===== src/rtl/intr_state_ctl.sv =====
module intr_state_ctl #(
  parameter int DATA_W = 8
) (
  input  logic              clk,
  input  logic              rst_n,
  input  logic              di_stb,
  input  logic              ei_stb,
  input  logic              im_stb,
  input  logic [1:0]        im_sel,
  input  logic              reti_stb,
  input  logic              retn_stb,
  input  logic              ldair_stb,
  input  logic [DATA_W-1:0] ldair_data,
  input  logic              insn_done,
  input  logic              int_req,
  input  logic              int_ack,
  input  logic              nmi_ack,
  output logic              iff1,
  output logic              iff2,
  output logic [1:0]        imode,
  output logic              int_ok,
  output logic              flg_valid,
  output logic              flg_s,
  output logic              flg_z,
  output logic              flg_h,
  output logic              flg_pv,
  output logic              flg_n
);

  logic       ei_hold;
  logic       accept;
  logic [1:0] im_code;

  assign accept  = int_ack | nmi_ack;
  assign im_code = im_sel[1] ? {im_sel[0], ~im_sel[0]} : 2'b00;

  always_ff @(posedge clk or negedge rst_n) begin
    if (!rst_n) begin
      iff1    <= 1'b0;
      iff2    <= 1'b0;
      ei_hold <= 1'b0;
      imode   <= 2'b00;
    end else if (nmi_ack) begin
      iff2    <= iff1;
      iff1    <= 1'b0;
      ei_hold <= 1'b0;
    end else if (int_ack) begin
      iff1    <= 1'b0;
      iff2    <= 1'b0;
      ei_hold <= 1'b0;
    end else begin
      if (di_stb) begin
        iff1    <= 1'b0;
        iff2    <= 1'b0;
        ei_hold <= 1'b0;
      end else if (ei_stb) begin
        iff1    <= 1'b1;
        iff2    <= 1'b1;
        ei_hold <= 1'b1;
      end else begin
        if (reti_stb || retn_stb) iff1 <= iff2;
        if (insn_done) ei_hold <= 1'b0;
      end
      if (im_stb) imode <= im_code;
    end
  end

  assign int_ok    = int_req & iff1 & ~ei_hold;

  assign flg_valid = rst_n & ldair_stb & ~accept;
  assign flg_s     = flg_valid & ldair_data[DATA_W-1];
  assign flg_z     = flg_valid & (ldair_data == '0);
  assign flg_pv    = flg_valid & iff2;
  assign flg_h     = 1'b0;
  assign flg_n     = 1'b0;


  di_clear_chk: assert property (@(posedge clk) disable iff (!rst_n)
    (di_stb && !accept) |=> (!iff1 && !iff2));

  ei_set_chk: assert property (@(posedge clk) disable iff (!rst_n)
    (ei_stb && !di_stb && !accept) |=> (iff1 && iff2));

  imode_legal_chk: assert property (@(posedge clk) disable iff (!rst_n)
    imode != 2'b11);

  imode_hold_chk: assert property (@(posedge clk) disable iff (!rst_n)
    !im_stb |=> $stable(imode));

  ret_copy_chk: assert property (@(posedge clk) disable iff (!rst_n)
    ((reti_stb || retn_stb) && !di_stb && !ei_stb && !accept)
    |=> (iff1 == $past(iff2) && $stable(iff2)));

  flag_pv_chk: assert property (@(posedge clk) disable iff (!rst_n)
    flg_valid |-> (flg_pv == iff2 && !flg_h && !flg_n));

  ei_holdoff_chk: assert property (@(posedge clk) disable iff (!rst_n)
    (ei_stb && !di_stb && !accept) |=> !int_ok);

  mask_ack_chk: assert property (@(posedge clk) disable iff (!rst_n)
    (int_ack && !nmi_ack) |=> (!iff1 && !iff2));

  nmi_ack_chk: assert property (@(posedge clk) disable iff (!rst_n)
    nmi_ack |=> (!iff1 && iff2 == $past(iff1)));

  accept_freeze_chk: assert property (@(posedge clk) disable iff (!rst_n)
    accept |=> $stable(imode));

endmodule


===== config.mk =====
export PLATFORM = sky130hd
export DESIGN_NAME = intr_state_ctl
export DESIGN_NICKNAME = d
export VERILOG_FILES = /design/src/rtl/intr_state_ctl.sv
export SDC_FILE = /design/constraint.sdc
export NUM_CORES = 1
export LEC_CHECK = 0
export CORE_AREA = 5 5 42 44
export CTS_BUF_LIST = sky130_fd_sc_hd__clkbuf_16
export DETAILED_ROUTE_END_ITERATION = 10
export DIE_AREA = 0 0 47 49
export PLACE_DENSITY = 0.8
export SLEW_MARGIN = 20
export SYNTH_ARGS = -nofsm -noshare
export SYNTH_HDL_FRONTEND = slang
export SYNTH_SLANG_ARGS = --single-unit

===== constraint.sdc =====
create_clock -name clk -period 1.7 [get_ports clk]
set_input_delay 0.34 -clock clk [delete_from_list [all_inputs] [get_ports clk]]
set_output_delay 0.34 -clock clk [all_outputs]
set_load 0.01 [all_outputs]

* Word-level counts from Yosys, hierarchy flattened *
Index checks and enable logic that the tools add are counted.

storage, ports and cells
  register bits = 5
  input port bits = 22
  logic and storage cells = 38

cells by class
  multiplexer cells = 15
  bitwise gates (word level) = 13
  reductions and logical operators = 6

operators by type and width
  operator             number
  1-bit 2-to-1 mux     14
  5-bit nonzero test   2
  8-bit logical NOT    1
  1-bit AND            7
  1-bit inverter       5
  4-bit nonzero test   1
  3-bit AND reduction  1
  2-bit 2-to-1 mux     1
  1-bit logical OR     1
  1-bit bitwise OR     1

* Logic depth before layout (Yosys ltp) *
Gate-level depths: netlist of the first run.

  depth after elaboration = 6
  gate-level depth with buffers = 2
  mapped depth without buffers = 2

* Least setup slack after synthesis of the first run *
No wires, ideal clock.

  path type = in2out
  start = input port int_ack
  end = output port flg_z
  arrival time = 891 ps
  data required time = 1360 ps
  setup slack = 469 ps
  stages = 2
  path through = and4bb_1 -> and3_1

on the way
  word-level cells in the longest chain between the ends = 4

ends and longest elaborated chain
  element           RTL line  text
  from (decl)       16        input logic int_ack,
  1-bit bitwise OR  34        assign accept = int_ack | nmi_ack;
  1-bit inverter    70        assign flg_valid = rst_n & ldair_stb & ~accept;
  1-bit AND         70
  1-bit AND         72        assign flg_z = flg_valid & (ldair_data == '0);
  to (decl)         24        output logic flg_z,

Every way passes these cells.

* Final worst setup path of the first run *
  start = input port ldair_data[1]
  end = output port flg_z

on the way
  word-level cells in the longest chain between the ends = 2

ends and longest elaborated chain
  element            RTL line  text
  from (decl)        13        input logic [DATA_W-1:0] ldair_data,
  8-bit logical NOT  72
  1-bit AND          72

Every way passes these cells.

==> results of run 1 <==
-- flip-flops by register name, summed over array words and instances (netlist names) --
name and cells:
ei_hold 1, iff2 1, imode 2, iff1 1
-- what timing repair did --
item / in CTS / in global routing
endpoints found under the setup margin: 5 / 4
resized for setup: 15 / 4
hold buffers: 0 / 0
pin swaps: 2 / 2
-- critical path, delay by kind of cell --
family | cells | cell delay [ns]
simple gates | 2 | 0.43
buf+inv | 2 | 0.53
-- layer usage --
layer | GRT usage, % | wire [µm]
met3 | 4.797 | 182
met2 | 16.74 | 537
met4 | 13.82 | 65
met1 | 7.606 | 295
met5 | 0 | 0
-- where the power goes --
group          total (mW)  leakage, nW  switching, mW  internal [mW]
logic               0.108        0.235         0.0334         0.0749
clock network       0.384       0.0423         0.0789          0.305
registers           0.136       0.0666        0.00639          0.130
total               0.628        0.344          0.119          0.510
-- cells by family after synthesis --
group / Yosys count
AND/OR/NAND/NOR: 16
AO/OA/AOI/OAI: 4
flip-flops: 5
other: 1
buffers and inverters: 4
multiplexers: 2
-- final timing paths --
check | slack (ns) | cells after the start | endpoint
min | 0.04 | 2 | ei_hold
max in group asynchronous | 1.56 | 2 | imode[1]
min reg2reg | 0.52 | 2 | imode[1]
max | 0.06 | 4 | flg_z
max reg2reg | 0.72 | 2 | iff1
min in group clk | 0.49 | 4 | iff2
-- area by class of cell --
| class | instances | share of cell area [%] |
|---|---|---|
| clock buffers | 3 | 10.58 |
| clock inverters | 1 | 0.5291 |
| inverters | 2 | 1.058 |
| multi-input cells | 24 | 23.10 |
| flip-flops and latches | 5 | 17.64 |
| well taps | 16 | 2.822 |
| repair buffers | 33 | 44.27 |
-- metrics by stage --
| stage | setup TNS (ns) | area [µm²] | util [%] | hold WS, ns |
|---|---|---|---|---|
| floorplan | 0 | 305.3 | - | 0.04441 |
| CTS | -0.0003588 | 695.7 | 49.64 | 0.4113 |
| global route | 0 | 709.4 | 50.63 | 0.07053 |
| detailed placement | -1.528 | 633.1 | 45.18 | 0.5201 |
| global placement | -1.496 | 633.1 | 45.18 | 0.5087 |
| finish | 0 | 709.4 | 50.63 | 0.03578 |
-- synth_stat cells --
cell type	n	share of area (%)
and3_1	1	2.1
nor2b_1	1	2.1
conb_1	1	1.2
nand2_1	3	3.7
a21oi_1	1	1.7
nor4_1	2	4.1
or3b_1	1	2.9
a31oi_1	1	2.1
nor2_1	2	2.5
buf_4	2	5.0
dfrtp_1	5	41
and2_1	2	4.1
o21ai_1	1	1.7
or3_4	1	3.7
and4bb_1	1	4.1
mux2i_1	1	3.3
nor3b_2	1	4.1
mux2_2	1	3.7
o21ai_0	1	1.7
inv_1	2	2.5
nand2b_1	1	2.1
==> results.sh, run 1 <==
export IMPL_leakage_nw=0.3436
export IMPL_cts_max_path_buffers=2
export IMPL_fillerInstances=132
export IMPL_crit_fanout=1
export IMPL_cp_start_kind="input port"
export IMPL_power_uw=628.5
export IMPL_cts_buffers=3
export IMPL_finalMaxSlewViolations=0
export IMPL_wl_per_cell_um=12.87
export IMPL_ys_seq_area_share_pct=41.49
export IMPL_syn_area_um2=301.5
export IMPL_drtPass1Iterations=3
export IMPL_rsz0062_at_grt="no"
export IMPL_clock_root_buffer="clkbuf_16"
export IMPL_hold_viol_final=0
export IMPL_syn_instance_count=32
export IMPL_synth_top_family_by_area="simple AND/OR/NAND/NOR gates"
export IMPL_die_area_um2=2303
export IMPL_crit_slowest_cell="clkdlybuf4s50_1"
export IMPL_clock_sinks=5
export IMPL_synth_compound_area_share_pct=7.054
export IMPL_period_share_pct=96.51
export IMPL_multi_input_area_um2=163.9
export IMPL_vias_per_cell=4.429
export IMPL_dp_slack_ns=-0.3980
export IMPL_drive_gt1_share_pct=19.12
export IMPL_finalNonFillerCells=84
export IMPL_grt_start_max_net_pins=6
export IMPL_seqCellArea_um2=125.1
export IMPL_clock_latency_ns=0.23
export IMPL_core_area_um2=1401
export IMPL_fin_nets=91
export IMPL_setup_ws_ns=0.05926
export IMPL_antenna_found_initial=0
export IMPL_io_buffers=30
export IMPL_hpwlAfterDp_um=900
export IMPL_max_freq_mhz=609.5
export IMPL_initial_core_util_pct=21.52
export IMPL_startpoint="ldair_data[1]"
export IMPL_gp_congestion=0.6048
export IMPL_placed_cells=80
export IMPL_cap_violations=0
export IMPL_crit_type="input port to output port"
export IMPL_power_density_nw_per_um2=885.9
export IMPL_htreeDepth=1
export IMPL_dr_total_vias=372
export IMPL_grt_pass1_vias=356
export IMPL_cts_setup_buffers=0
export IMPL_cp_data_required_time_ns=1.36
export IMPL_ir_drop_uv=468.8
export IMPL_skew_ns=0.00002455
export IMPL_setup_violations=0
export IMPL_gr_total_overflow=0
export IMPL_cp_arrival_ns=1.30
export IMPL_path_clk_slew_ns=0.03
export IMPL_ys_seq_elements=5
export IMPL_mostFrequentLayoutCell="clkdlybuf4s50_1"
export IMPL_io_pin_count=33
export IMPL_cp_cell_sequence="clkdlybuf4s50_1, nor4_2, and3_1, buf_2"
export IMPL_avgSynthCellArea_um2=9.423
export IMPL_crit_path_max_incr_delay_ns=0.41
export IMPL_final_cell_mix="clkdlybuf4s50_1, dfrtp_1"
export IMPL_rows=14
export IMPL_synthSimpleGateAreaFrac_pct=35.68
export IMPL_routed_wl_mm=1.081
export IMPL_synth_fa_ha_area_share_pct=0
export IMPL_syn_to_final_growth_pct=135.3
export IMPL_ant_nets=0
export IMPL_diodes=0
export IMPL_drc=0
export IMPL_cp_end_kind="output port"
export IMPL_fp_dieW_um=47
export IMPL_r2r_start="iff1"
export IMPL_hp_class="input port to asynchronous set/reset pin"
export IMPL_ys_warn_count=0
export IMPL_ys_types=21
export IMPL_min_period_ns=1.641
export IMPL_grt_use_total_pct=10.69
export IMPL_die_h_um=49
export IMPL_grt_pass1_wl_mm=1.545
export IMPL_synth_area_mux_share_pct=7.054
export IMPL_cts_tree="built"
export IMPL_drt_initial_drc_count=4
export IMPL_status="finished clean"
export IMPL_synth_xor_area_share_pct=0
(Power assumes the default switching activity.)
==> run 2: changes to the inputs <==
--- a/config.mk
+++ b/config.mk
@@ -10,7 +10,7 @@
 export DETAILED_ROUTE_END_ITERATION = 10
 export DIE_AREA = 0 0 47 49
 export PLACE_DENSITY = 0.8
-export SLEW_MARGIN = 20
+export SLEW_MARGIN = 10
 export SYNTH_ARGS = -nofsm -noshare
 export SYNTH_HDL_FRONTEND = slang
 export SYNTH_SLANG_ARGS = --single-unit
==> results of run 2 <==
The final DEF is identical to that of run 1; final timing and power are the same.
